<file path="src/rtl/outbound_xlate.sv">
module outbound_xlate #(
  parameter int          WIN_SHIFT  = 20,
  parameter logic [63:0] BUS_OFFSET = 64'h0000_0000_2000_0000,
  parameter int          RAW        = 12
) (
  input  logic           clk,
  input  logic           rst_n,
  input  logic           cfg_wr,
  input  logic [RAW-1:0] cfg_addr,
  input  logic [31:0]    cfg_wdata,
  output logic [31:0]    cfg_rdata,
  input  logic           in_valid,
  input  logic [63:0]    in_addr,
  output logic           out_valid,
  output logic [63:0]    out_addr,
  output logic           out_hit,
  output logic           out_miss
);
  localparam int          NW      = 2;
  localparam logic [63:0] PASS_S  = (64'd1 << WIN_SHIFT) - 64'd1;
  localparam logic [63:0] PASS_D  = (64'd1 << (WIN_SHIFT + 1)) - 64'd1;

  logic [31:0] rlo [NW];
  logic [31:0] rhi [NW];
  logic [31:0] mlo [NW];
  logic [31:0] mhi [NW];

  function automatic logic [RAW-1:0] offs(input int base, input int n);
    return RAW'(base + 8 * n);
  endfunction

  always_ff @(posedge clk) begin
    if (!rst_n) begin
      for (int n = 0; n < NW; n++) begin
        rlo[n] <= '0; rhi[n] <= '0; mlo[n] <= '0; mhi[n] <= '0;
      end
    end else if (cfg_wr) begin
      for (int n = 0; n < NW; n++) begin
        if (cfg_addr == offs(32'hD20, n)) rlo[n] <= cfg_wdata;
        if (cfg_addr == offs(32'hD24, n)) rhi[n] <= cfg_wdata;
        if (cfg_addr == offs(32'hD40, n)) mlo[n] <= cfg_wdata;
        if (cfg_addr == offs(32'hD44, n)) mhi[n] <= cfg_wdata;
      end
    end
  end

  always_comb begin
    cfg_rdata = '0;
    for (int n = 0; n < NW; n++) begin
      if (cfg_addr == offs(32'hD20, n)) cfg_rdata = rlo[n];
      if (cfg_addr == offs(32'hD24, n)) cfg_rdata = rhi[n];
      if (cfg_addr == offs(32'hD40, n)) cfg_rdata = mlo[n];
      if (cfg_addr == offs(32'hD44, n)) cfg_rdata = mhi[n];
    end
  end

  wire        below    = in_addr < BUS_OFFSET;
  wire [63:0] internal = in_addr - BUS_OFFSET;

  logic [NW-1:0] hit;
  logic [63:0]   xl [NW];

  for (genvar n = 0; n < NW; n++) begin : g_win
    wire [63:0] base = {rhi[n], rlo[n][31:2], 2'b00};
    wire [63:0] tgt  = {mhi[n], mlo[n]};
    wire [63:0] pass = rlo[n][1] ? PASS_D : PASS_S;
    assign hit[n] = rlo[n][0] & ~below & ((internal & ~pass) == (base & ~pass));
    assign xl[n]  = (tgt & ~pass) | (internal & pass);
  end

  wire [63:0] sel_addr = hit[0] ? xl[0] : (hit[1] ? xl[1] : 64'd0);

  always_ff @(posedge clk) begin
    if (!rst_n) begin
      out_valid <= 1'b0; out_hit <= 1'b0; out_miss <= 1'b0; out_addr <= '0;
    end else begin
      out_valid <= in_valid;
      out_hit   <= in_valid & (|hit);
      out_miss  <= in_valid & ~(|hit);
      out_addr  <= in_valid ? sel_addr : 64'd0;
    end
  end

  assert_latency_R9: assert property (@(posedge clk) disable iff (!rst_n)
    in_valid |=> out_valid);
  assert_idle_R9: assert property (@(posedge clk) disable iff (!rst_n)
    !out_valid |-> (!out_hit && !out_miss));
  assert_exclusive_R8: assert property (@(posedge clk) disable iff (!rst_n)
    out_valid |-> (out_hit != out_miss));
  assert_miss_zero_R8: assert property (@(posedge clk) disable iff (!rst_n)
    out_miss |-> (out_addr == 64'd0));
  assert_below_offset_R4: assert property (@(posedge clk) disable iff (!rst_n)
    (in_valid && in_addr < BUS_OFFSET) |=> out_miss);
  assert_disabled_R3: assert property (@(posedge clk) disable iff (!rst_n)
    (in_valid && !rlo[0][0] && !rlo[1][0]) |=> out_miss);
endmodule

</file>
<file path="config.mk">
export PLATFORM = sky130hd
export DESIGN_NAME = outbound_xlate
export DESIGN_NICKNAME = d
export VERILOG_FILES = /design/src/rtl/outbound_xlate.sv
export SDC_FILE = /design/constraint.sdc
export NUM_CORES = 1
export LEC_CHECK = 0
export ABC_AREA = 1
export BUFFER_PORTS_ARGS = -buffer_cell sky130_fd_sc_hd__buf_2
export CORE_UTILIZATION = 25
export CTS_BUF_LIST = sky130_fd_sc_hd__clkbuf_8
export CTS_CLUSTER_DIAMETER = 60
export DETAILED_ROUTE_END_ITERATION = 10
export SETUP_SLACK_MARGIN = 0.1
export SYNTH_ARGS = -nofsm -noshare
export SYNTH_HDL_FRONTEND = slang
export SYNTH_SLANG_ARGS = --single-unit
</file>
<file path="constraint.sdc">
create_clock -name clk -period 7.64 [get_ports clk]
set_input_delay 1.528 -clock clk [delete_from_list [all_inputs] [get_ports clk]]
set_output_delay 1.528 -clock clk [all_outputs]
set_load 0.02 [all_outputs]
</file>
# Word level (Yosys, flattened, before mapping)
# Memory sizes are Yosys's and may differ from the RTL's.
# Cells that the tools add are included.
[totals]
word_cells = 103
output_inout_bits = 99
ram_bits = 256
mem_count = 4
ff_bits = 67
inputBits = 112
[mem_list]
columns = ["memory", "depth", "word_bits", "rd", "rd_clocked_by_memory_dff", "wr", "line", "text"]
rows = [
  ["mhi", 2, 32, 2, 0, 2, "26", "logic [31:0] mhi [NW];"],
  ["mlo", 2, 32, 2, 0, 2, "25", "logic [31:0] mlo [NW];"],
  ["rhi", 2, 32, 2, 0, 2, "24", "logic [31:0] rhi [NW];"],
  ["rlo", 2, 32, 2, 0, 2, "23", "logic [31:0] rlo [NW];"],
]
[op_classes]
eq_ne = 10
add_sub_neg = 1
reduce_logical = 2
n_lt_le_gt_ge = 1
n_bitwise = 28
n_mux = 53
[op_table]
columns = ["operator", "n"]
rows = [
  ["32-bit two-way mux", 16],
  ["64-bit bitwise AND", 6],
  ["64-bit by 21-bit bitwise AND with 64-bit output", 2],
  ["64-bit == test", 2],
  ["64-bit two-way mux", 2],
  ["21-bit inverter with 64-bit output", 2],
  ["64-bit bitwise OR", 2],
  ["12-bit == test, second input constant", 8],
  ["64-bit by 30-bit < comparator with 1-bit output, second input constant", 1],
  ["64-bit by 30-bit subtractor with 64-bit output, second input constant", 1],
  ["21-bit two-way mux", 2],
  ["1-bit two-way mux", 33],
  ["1-bit bitwise OR", 8],
  ["1-bit bitwise AND", 6],
  ["1-bit inverter", 2],
  ["2-bit AND reduction", 1],
  ["2-bit OR reduction", 1],
]

# Longest topological paths before layout
# Gate-level depths: netlist of run 1.
[depth]
ltp_word = 9
mapped_depth = 20

# Least setup slack after synthesis of run 1
# Ideal clock, no wire load.
[synth_timing]
path_kind = "input -> register"
start = "input port cfg_addr[9]"
end = "memory mlo[1][0], in the netlist mlo[0][32] (enable)"
arrival_ns = 5.018
path_stages = 8
path_buffers = 1
setup_time_ns = 0.466
path_slack_ns = 2.156
cell_sequence = "inv_1 > nand4_1 > nor2_1 > inv_1 > nor2_1 > inv_1 > clkbuf_1 > o21ai_0"
[synth_lines]
columns = ["item", "line", "text"]
rows = [
  ["start, declared", "9", "input logic [RAW-1:0] cfg_addr,"],
  ["end, declared", "25", ""],
]

# Final worst setup path of run 1
[layout_timing]
start = "input port cfg_addr[4]"
end = "output port cfg_rdata[7]"
[layout_between]
elab_chain_cells = 9
word_cells_on_any_way = 16
[layout_rtl]
columns = ["item", "line", "text"]
rows = [
  ["12-bit == test", "50", "if (cfg_addr == offs(32'hD20, n)) cfg_rdata = rlo[n];"],
  ["32-bit two-way mux", "50", ""],
  ["32-bit two-way mux", "51", "if (cfg_addr == offs(32'hD24, n)) cfg_rdata = rhi[n];"],
  ["32-bit two-way mux", "52", "if (cfg_addr == offs(32'hD40, n)) cfg_rdata = mlo[n];"],
  ["32-bit two-way mux", "53", "if (cfg_addr == offs(32'hD44, n)) cfg_rdata = mhi[n];"],
  ["32-bit two-way mux", "50", ""],
  ["32-bit two-way mux", "51", ""],
  ["32-bit two-way mux", "52", ""],
  ["32-bit two-way mux (*)", "53", ""],
  ["end, declared", "11", "output logic [31:0] cfg_rdata,"],
]
# Every way passes the cells marked *; elsewhere a longest branch is shown, timed or not.

==> results of run 1 <==
## cells in the final DEF (no fill, tap or decap), types with 5 or more instances in the layout
cell	count
buf_2	210
clkinv_1	6
nand3b_1	10
o21ai_4	6
inv_1	339
a21oi_1	62
o2111ai_1	12
clkinv_2	7
nand4_1	15
clkbuf_8	66
nor2_2	36
nor3_1	8
buf_4	28
o22ai_1	20
nand2_1	517
xor2_1	5
nor2_4	5
nor2_1	448
dfxtp_1	67
o21ai_0	75
o221ai_1	5
o21ai_1	6
nand2_2	6
nand3_1	157
edfxtp_1	256
a2111oi_0	11
o211ai_1	15
## through the flow
step                area, um2  instances  power [mW]  worst slack (ns)  util (%)
floorplan               17200       2165        2.21              2.16         -
global placement        19300       3217        2.37              1.90      28.6
detailed placement      19300       3217        2.37              1.80      28.6
CTS                     20500       3320        4.03              1.78      30.3
global route            20500       3320        4.14              1.54      30.3
finish                  20500       3321        4.01              1.71      30.3
## power by group through the flow
stage | registers [mW] | logic, mW | clock network [mW]
6_report | 2.01 | 0.330 | 1.67
5_1_grt | 2.01 | 0.361 | 1.77
4_1_cts | 2.00 | 0.329 | 1.70
3_5_place_dp | 2.04 | 0.327 | 0
3_3_place_gp | 2.04 | 0.326 | 0
2_1_floorplan | 2.03 | 0.182 | 0
## flip-flops by register name, indices dropped and copies added (netlist names)
| register | count |
|---|---|
| mhi | 64 |
| mlo | 64 |
| out_addr | 64 |
| rhi | 64 |
| rlo | 64 |
| out_hit | 1 |
| out_miss | 1 |
| out_valid | 1 |
## cells in the mapped netlist (6+ instances only)
cell	instances
o211ai_1	15
buf_2	6
nand3b_1	10
buf_6	8
dfxtp_1	67
nor2_1	451
nand2_2	6
nor3_1	9
o21ai_0	83
nand2_1	517
o2111ai_1	12
a21oi_1	62
clkbuf_1	45
o22ai_1	20
o21ai_1	6
edfxtp_1	256
nand3_1	157
a2111oi_0	11
nor2_2	33
nand4_1	15
inv_1	322
## metal layers
metal | wire [um] | GRT usage, % | vias to the layer above
met5 | 13 | 0 | -
li1 | - | - | 7481
met2 | 32100 | 32.2 | 669
met4 | 2670 | 7.72 | 2
met3 | 5280 | 3.22 | 129
met1 | 27200 | 23.7 | 7336
## layout make-up
cell class	count	area, um2	area share (%)
multi-input cells	1456	6700	32.7
repair buffers	238	1260	6.16
well taps	873	1090	5.33
diodes	1	2.50	0.0122
clock buffers	66	908	4.43
inverters	327	1230	5.99
clock inverters	37	269	1.31
flip-flops and latches	323	9030	44.1
## worst min-delay path by stage
stage	startpoint	endpoint	slack (ns)	cells after the start
2_1_floorplan	mhi[0][56]$_DFFE_PP_	out_addr[56]$_SDFF_PN0_	0.48	2
3_3_place_gp	mhi[0][56]$_DFFE_PP_	out_addr[56]$_SDFF_PN0_	0.50	2
3_5_place_dp	mhi[0][58]$_DFFE_PP_	out_addr[58]$_SDFF_PN0_	0.50	2
4_1_cts	mhi[0][58]$_DFFE_PP_	out_addr[58]$_SDFF_PN0_	0.52	2
5_1_grt	mhi[0][58]$_DFFE_PP_	out_addr[58]$_SDFF_PN0_	0.53	2
6_report	mhi[0][58]$_DFFE_PP_	out_addr[58]$_SDFF_PN0_	0.52	2
## worst max-delay path, cell delays in order
cell and delay (ns):
buf_2 0.09, nor2_1 0.25, nand3_1 0.24, nor2_1 0.26
nand2_1 0.31, inv_1 0.47, a21oi_1 0.11, o21ai_0 0.09
o21ai_0 0.11, nand2_1 0.06, o21ai_0 0.09, a21oi_1 0.15
nor2_1 0.06, o21ai_0 0.32, buf_2 0.24
## logic make-up after synthesis
kind of cell	after synthesis
buf+inv	386
compound gates	224
fa+ha+maj	1
simple gates	1217
xor+xnor	14
flops	323
==> results.py, run 1 <==
metrics = {
    "route": {
        "num_vias": 15600,
        "drt-wirelength-per-cell_um": 20.2,
        "first_pass_iters": 5,
        "antenna_left": 0,
        "viasPerCell": 4.70,
        "drtIter0Drc": 1491,
        "post-route-drc-count": 0,
        "totalWireLength_um": 67200,
    },
    "grt": {
        "grtUsageTotal_pct": 18.9,
        "grt_pass1_vias": 14800,
        "antenna_found_initial": 2,
        "grt_start_max_net_pins": 51,
        "grt_pass1_wl_um": 96800,
        "overflow": 0,
    },
    "die": {
        "pin_count": 211,
        "die_h_um": 264,
        "die_x_um": 264,
        "initial_utilization_pct": 25.4,
        "die-area_mm2": 0.0697,
        "coreArea_mm2": 0.0675,
        "rows": 95,
    },
    "power_and_ir_drop": {
        "p_clk_share_pct": 41.7,
        "seq_power_share_pct": 50.0,
        "leakage_nw": 9.52,
        "p_int_mw": 2.98,
        "p_per_area_mw_per_mm2": 196,
        "power.net_switching_mw": 1.03,
        "vdd_drop_max_mv": 0.102,
        "pwr-share-comb_pct": 8.2,
        "switching_share_pct": 25.7,
    },
    "cells_and_area": {
        "fill_cells": 7244,
        "final_nets": 2514,
        "layout-drive-gt1-share_pct": 15.9,
        "area_growth_syn_to_layout_pct": 19.4,
    },
    "cts": {
        "cts_hold_buf": 0,
        "clk_pin_slew_ns": 0.06,
        "cts.repair.resized": 0,
        "clockBufferDepth": 3,
        "clock-root-buffer": "clkbuf_8",
        "htreeDepth": 2,
        "post-cts-setup-buffers": 0,
        "cts_sinks": 323,
        "cts_tree": "done",
        "cts_inserted_buffers": 55,
        "clkLatencyLatePin_ns": 0.65,
    },
    "yosys": {
        "synth_simple_gate_area_share_pct": 29.6,
        "synth_fa_ha_area_share_pct": 0.0729,
        "synth_fp_nets": 2278,
        "synth_area_leaders": "edfxtp_1 45%, nand2_1 11%, nor2_1 9.9%",
        "yosys.area_share.xor_xnor_pct": 1.21,
        "synth_edf_count": 256,
        "yosys.area.top_type_share_pct": 44.8,
        "synth_top_family_by_area": "simple AND/OR/NAND/NOR gates",
        "seq_area_frac_synth_pct": 52.6,
        "avgSynthCellArea_um2": 7.92,
        "synthMuxAreaShare_pct": 0,
        "synth-compound-area-share_pct": 7.70,
        "netlist_area_mm2": 0.0172,
        "synthFlopType": "edfxtp_1",
        "synth_cell_types": 44,
        "yosysTopAreaCell": "edfxtp_1",
        "async_flop_share_pct": 0,
        "ys_warn_count": 0,
        "ys_ff_latch": 323,
        "netlist_instances": 2165,
    },
    "sta": {
        "worstMarginPinSlew_ns": 1.21,
        "tns_ns": 0,
        "fin_skew_ns": 0.0301,
        "finalHoldViolCount": 0,
        "fin_crit_sh_pct": 77.6,
        "timing.hold.ws_ns": 0.520,
        "relSlewSlack_pct": 19.0,
        "max_freq_ghz": 0.169,
        "maxSlewViolCount": 0,
        "fin_crit_ns": 5.93,
        "finalSetupViolCount": 0,
        "rsz0062_at_grt": "no",
    },
    "flow_run": {
        "max-cap-violations": 0,
    },
    "min_path": {
        "hp-class": "flip-flop to flip-flop",
    },
    "setup_path": {
        "ff2ff_path_depth": 16,
        "r2r_start": "rlo[0][27]$_DFFE_PP_",
        "endpoint": "cfg_rdata[7]",
        "required_ns": 6.11,
        "arrival_ns": 4.40,
        "cp_max_fo": 13,
        "startpoint": "cfg_addr[4]",
        "worstReg2RegEnd": "out_addr[32]$_SDFF_PN0_",
        "reg2reg_slack_ns": 4.33,
        "crit_type": "primary input to output port",
        "worst_setup_path_end_kind": "output port",
        "start_kind": "primary input",
    },
    "place": {
        "globalplace.congestion": 0.973,
        "port_buffers": 210,
        "dp_hpwl_um": 51500,
    },
    "status": {
        "status": "finished clean",
    },
}
No activity file was read; power rests on OpenSTA's default activity.
==> inputs of run 2 (changes only) <==
==> constraint.sdc (replaced) <==
create_clock -name clk -period 5.2 [get_ports clk]
set_input_delay 1.04 -clock clk [delete_from_list [all_inputs] [get_ports clk]]
set_output_delay 1.04 -clock clk [all_outputs]
set_load 0.02 [all_outputs]
==> results.py, run 2 (synthesized netlist as in run 1, its figures left out) <==
metrics = {
    "grt": {
        "grt_pass1_vias": 15100,
        "grtUsageTotal_pct": 19.1,
        "overflow": 0,
        "grt_start_max_net_pins": 51,
        "grt_pass1_wl_um": 98200,
        "antenna_found_initial": 1,
    },
    "route": {
        "wl_met1_um": 27700,
        "dr.max_layer_used": "met5",
        "antenna_left": 0,
        "post-route-drc-count": 0,
        "first_pass_iters": 6,
        "viasPerCell": 4.72,
        "num_vias": 15700,
        "totalWireLength_um": 67900,
        "route.met3.wl_um": 5310,
        "drt-wirelength-per-cell_um": 20.4,
        "met2_length_um": 32600,
        "drtIter0Drc": 1623,
    },
    "cts": {
        "post-cts-setup-buffers": 0,
        "htreeDepth": 2,
        "cts_sinks": 323,
        "cts.repair.resized": 0,
        "clock-root-buffer": "clkbuf_8",
        "cts_tree": "done",
        "cts_inserted_buffers": 55,
        "cts_hold_buf": 0,
        "clockBufferDepth": 3,
        "clkLatencyLatePin_ns": 0.65,
        "clk_pin_slew_ns": 0.06,
    },
    "place": {
        "dpl_cell_area_mm2": 0.0194,
        "port_buffers": 210,
        "globalplace.congestion": 0.963,
        "dp_hpwl_um": 52800,
    },
    "cells_and_area": {
        "antenna_cells": 0,
        "final_cell_mix": "517 x nand2_1, 450 x nor2_1, 348 x inv_1",
        "layout-drive-gt1-share_pct": 15.7,
        "postLayoutCoreUtil_pct": 30.4,
        "area_growth_syn_to_layout_pct": 19.6,
        "layout_commonest_cell": "nand2_1",
        "final_nets": 2527,
        "finalInstanceArea_mm2": 0.0205,
    },
    "setup_path": {
        "worst_setup_path_end_kind": "output port",
        "required_ns": 4.16,
        "crit_slowest_cell": "nand2_1",
        "worst_path_largest_cell_delay_ns": 0.38,
        "path_common_cell": "nand2_1",
        "crit_type": "primary input to output port",
        "startpoint": "cfg_addr[4]",
        "reg2reg_slack_ns": 2.35,
        "cp_max_fo": 13,
        "worstReg2RegEnd": "out_addr[63]$_SDFF_PN0_",
        "path_cells": "buf_2 -> nor2_1 -> nand3_1 -> nor2_1 -> nand2_1 -> inv_1 -> nand2_1 -> nand3_1 -> o211ai_1 -> o211ai_1 -> o211ai_1 -> nand2_1 -> nand2_1 -> o21ai_0 -> buf_2",
        "ff2ff_path_depth": 17,
        "arrival_ns": 3.68,
        "r2r_start": "rlo[0][28]$_DFFE_PP_",
        "start_kind": "primary input",
        "endpoint": "cfg_rdata[3]",
    },
    "sta": {
        "finalSetupViolCount": 0,
        "max_freq_ghz": 0.212,
        "finalHoldViolCount": 0,
        "rsz0062_at_grt": "no",
        "maxSlewViolCount": 0,
        "fin_skew_ns": 0.0546,
        "tns_ns": 0,
        "fin_crit_ns": 4.72,
        "relSlewSlack_pct": 25.0,
        "fin_crit_sh_pct": 90.8,
        "worstMarginPinSlew_ns": 1.12,
    },
    "status": {
        "status": "finished clean",
    },
    "die": {
        "rows": 95,
        "initial_utilization_pct": 25.4,
        "die-area_mm2": 0.0697,
        "die_x_um": 264,
        "die_h_um": 264,
        "pin_count": 211,
        "coreArea_mm2": 0.0675,
    },
    "min_path": {
        "hp-class": "flip-flop to flip-flop",
    },
    "power_and_ir_drop": {
        "p_per_area_mw_per_mm2": 278,
        "vdd_drop_max_mv": 0.190,
        "leakage_nw": 9.57,
    },
    "flow_run": {
        "max-cap-violations": 0,
    },
}
## run 2: changes by cell type in the layout (fill, tap and decap cells not counted), moves of 2 or more
cell	before	now
nor2_1	448	450
clkbuf_8	66	58
buf_4	28	37
clkinv_2	7	2
buf_12	0	4
nor2_2	36	34
clkinv_1	6	10
inv_1	339	348
## run 2: per-stage QoR
stage / std cells / worst slack (ns) / power [mW] / hold slack [ns]
final: 3332 / 0.479 / 5.70 / 0.526
after detailed placement: 3230 / 0.548 / 3.48 / 0.511
after global placement: 3230 / 0.593 / 3.49 / 0.502
after global routing: 3332 / 0.272 / 5.88 / 0.570
after floorplan: 2165 / 0.204 / 3.25 / 0.476
after CTS: 3332 / 0.541 / 5.73 / 0.532
## run 2: routing by layer
layer  global-route usage (%)  up-vias
li1                         -     7493
met1                     24.4     7369
met5                        0        -
met4                     6.65        2
met2                     32.8      725
met3                     2.70      124
## run 2: area by class of cell
type / instances / area (um2)
multi-input combinational: 1456 / 6690
inverter: 327 / 1230
timing repair buffer: 251 / 1410
tap: 873 / 1090
fill: 7253 / 47000
clock inverter: 44 / 267
sequential: 323 / 9030
clock buffer: 58 / 798
## run 2: how the worst min path moves through the flow
stage / start / cells after the start / slack (ns) / endpoint
2_1_floorplan: mhi[0][56]$_DFFE_PP_ / 2 / 0.48 / out_addr[56]$_SDFF_PN0_
3_3_place_gp: mhi[0][56]$_DFFE_PP_ / 2 / 0.50 / out_addr[56]$_SDFF_PN0_
3_5_place_dp: mhi[0][56]$_DFFE_PP_ / 2 / 0.51 / out_addr[56]$_SDFF_PN0_
4_1_cts: mhi[0][56]$_DFFE_PP_ / 2 / 0.53 / out_addr[56]$_SDFF_PN0_
5_1_grt: mhi[0][56]$_DFFE_PP_ / 2 / 0.57 / out_addr[56]$_SDFF_PN0_
6_report: mhi[0][56]$_DFFE_PP_ / 2 / 0.53 / out_addr[56]$_SDFF_PN0_
## run 2: where the power goes
| part | switching [mW] | internal (mW) | total (mW) |
|---|---|---|---|
| clock | 1.08 | 1.18 | 2.26 |
| combinational | 0.352 | 0.140 | 0.492 |
| sequential | 0.0637 | 2.89 | 2.95 |
## run 2: worst max-delay path: cells and delay by family
kind / cells / cell delay (ns)
simple gates: 8 / 1.55
buf+inv: 3 / 0.69
compound gates: 4 / 0.39
==> inputs of run 3 (changes only) <==
==> constraint.sdc (replaced) <==
create_clock -name clk -period 5.2 [get_ports clk]
set_input_delay 1.56 -clock clk [delete_from_list [all_inputs] [get_ports clk]]
set_output_delay 1.56 -clock clk [all_outputs]
set_load 0.02 [all_outputs]
==> results.py, run 3 (synthesized netlist as in run 1, its figures left out) <==
metrics = {
    "sta": {
        "finalHoldViolCount": 0,
        "maxSlewViolCount": 0,
        "fin_crit_ns": 5.04,
        "relSlewSlack_pct": 50.0,
        "finalSetupViolCount": 0,
        "tns_ns": 0,
        "worstMarginPinSlew_ns": 0.747,
        "fin_skew_ns": 0.0433,
        "rsz0062_at_grt": "yes",
        "max_freq_ghz": 0.199,
        "fin_crit_sh_pct": 96.8,
    },
    "die": {
        "rows": 95,
        "pin_count": 211,
        "coreArea_mm2": 0.0675,
        "die_x_um": 264,
        "initial_utilization_pct": 25.4,
        "die_h_um": 264,
        "die-area_mm2": 0.0697,
    },
    "setup_path": {
        "endpoint": "cfg_rdata[31]",
        "worst_path_largest_cell_delay_ns": 0.24,
        "path_cells": "buf_2 -> inv_1 -> nand4_1 -> buf_4 -> nor2_2 -> inv_1 -> buf_4 -> nor2_4 -> buf_12 -> clkinvlp_4 -> buf_4 -> o21ai_0 -> o22ai_1 -> buf_2",
        "start_kind": "primary input",
        "crit_slowest_cell": "nor2_4",
        "r2r_start": "rlo[0][27]$_DFFE_PP_",
        "ff2ff_path_depth": 16,
        "cpLargestDelayFamily": "buffers and inverters",
        "crit_type": "primary input to output port",
        "worstReg2RegEnd": "out_addr[24]$_SDFF_PN0_",
        "cp_max_fo": 10,
        "cp_num_buf_inv": 9,
        "worst_setup_path_end_kind": "output port",
        "required_ns": 3.64,
        "startpoint": "cfg_addr[9]",
        "reg2reg_slack_ns": 2.23,
        "path_common_cell": "buf_4",
        "critical_path_depth": 14,
        "arrival_ns": 3.48,
    },
    "route": {
        "antenna_left": 0,
        "num_vias": 15800,
        "totalWireLength_um": 68300,
        "drtIter0Drc": 1653,
        "drt-wirelength-per-cell_um": 20.3,
        "viasPerCell": 4.70,
        "first_pass_iters": 6,
        "post-route-drc-count": 0,
    },
    "cts": {
        "cts_tree": "done",
        "cts_sinks": 323,
        "cts_inserted_buffers": 54,
        "clock-root-buffer": "clkbuf_8",
        "cts_hold_buf": 0,
        "htreeDepth": 2,
        "clockBufferDepth": 3,
        "clk_pin_slew_ns": 0.07,
        "clkLatencyLatePin_ns": 0.65,
    },
    "power_and_ir_drop": {
        "power.net_switching_mw": 1.49,
        "leakage_nw": 9.85,
        "p_per_area_mw_per_mm2": 268,
        "pwr-share-comb_pct": 8.8,
        "p_clk_share_pct": 39.2,
        "p_int_mw": 4.17,
        "seq_power_share_pct": 52.0,
        "vdd_drop_max_mv": 0.158,
        "switching_share_pct": 26.3,
    },
    "cells_and_area": {
        "layout-drive-gt1-share_pct": 18.2,
        "postLayoutCoreUtil_pct": 31.2,
        "finalInstanceArea_mm2": 0.0211,
        "final_nets": 2566,
        "final_cell_mix": "513 x nand2_1, 444 x nor2_1, 341 x inv_1",
        "layout_commonest_cell": "nand2_1",
        "antenna_cells": 0,
        "area_growth_syn_to_layout_pct": 23.0,
    },
    "place": {
        "dp_hpwl_um": 52600,
        "globalplace.congestion": 1.01,
        "dpl_cell_area_mm2": 0.0199,
        "port_buffers": 210,
    },
    "status": {
        "status": "finished clean",
    },
    "grt": {
        "grt_start_max_net_pins": 38,
        "grtUsageTotal_pct": 19.3,
        "grt_pass1_vias": 15200,
        "grt_pass1_wl_um": 98600,
        "overflow": 0,
        "antenna_found_initial": 5,
    },
    "flow_run": {
        "max-cap-violations": 0,
    },
    "min_path": {
        "hp-class": "flip-flop to flip-flop",
    },
}
[run 3: cell count changes in the layout (fill, tap and decap cells not counted), sizes merged]
cell and delta:
buf +39, bufinv -1, clkbuf +1, clkinv -2, clkinvlp +1, inv -1
[run 3: worst min-delay path: cells and delay by family, from the launching register on]
| family | cells | cell delay [ns] |
|---|---|---|
| AOI/OAI and AO/OA | 1 | 0.09 |
| DFF | 1 | 0.34 |
| and+or+nand+nor | 1 | 0.08 |
[run 3: power groups by stage]
stage                     clock network [mW]  registers, mW  logic (mW)
after floorplan                            0           2.98       0.268
after global placement                     0           3.00       0.489
after detailed placement                   0           3.00       0.488
after CTS                               2.25           2.95       0.491
after global routing                    2.37           2.96       0.545
final                                   2.22           2.95       0.497
[run 3: worst min-delay path by stage]
stage / from / end / slack (ns) / cells past startpoint
floorplan: mhi[0][56]$_DFFE_PP_ / out_addr[56]$_SDFF_PN0_ / 0.48 / 2
global placement: mhi[0][56]$_DFFE_PP_ / out_addr[56]$_SDFF_PN0_ / 0.51 / 2
detailed placement: mhi[0][56]$_DFFE_PP_ / out_addr[56]$_SDFF_PN0_ / 0.52 / 2
CTS: mhi[0][55]$_DFFE_PP_ / out_addr[55]$_SDFF_PN0_ / 0.53 / 2
global route: mhi[0][55]$_DFFE_PP_ / out_addr[55]$_SDFF_PN0_ / 0.56 / 2
finish: mhi[0][55]$_DFFE_PP_ / out_addr[55]$_SDFF_PN0_ / 0.53 / 2
[run 3: per-layer routing]
layer / track usage, % / share of wire, % / wire, um / vias up
met5: 0 / 0.042 / 29 / -
met4: 6.87 / 3.4 / 2320 / 4
met3: 3.44 / 7.2 / 4900 / 111
met2: 32.7 / 48 / 32700 / 654
met1: 24.4 / 41 / 28300 / 7469
li1: - / - / - / 7584
[run 3: repair_timing]
item	4_1_cts	5_1_grt
pin swaps	2	5
setup buffers	3	3
gates cloned	1	0
endpoints found under the setup margin	16	26
gates resized for setup	7	34
[run 3: per-stage QoR]
step                      hold WS, ns  power, mW  std cells  setup slack [ns]
after detailed placement        0.519       3.49       3263           -0.0664
after floorplan                 0.476       3.24       2165             0.121
final                           0.531       5.66       3369             0.165
after global routing            0.561       5.87       3369            0.0648
after CTS                       0.534       5.69       3366            0.0965
after global placement          0.512       3.49       3263           -0.0312
[run 3: layout make-up]
| type | count | area (um2) |
|---|---|---|
| Clock buffer | 59 | 812 |
| Clock inverter | 40 | 224 |
| Fill cell | 7254 | 46400 |
| Inverter | 327 | 1230 |
| Multi-Input combinational cell | 1456 | 6780 |
| Sequential cell | 323 | 9030 |
| Tap cell | 873 | 1090 |
| Timing Repair Buffer | 290 | 1920 |
| Timing Repair inverter | 1 | 7.51 |
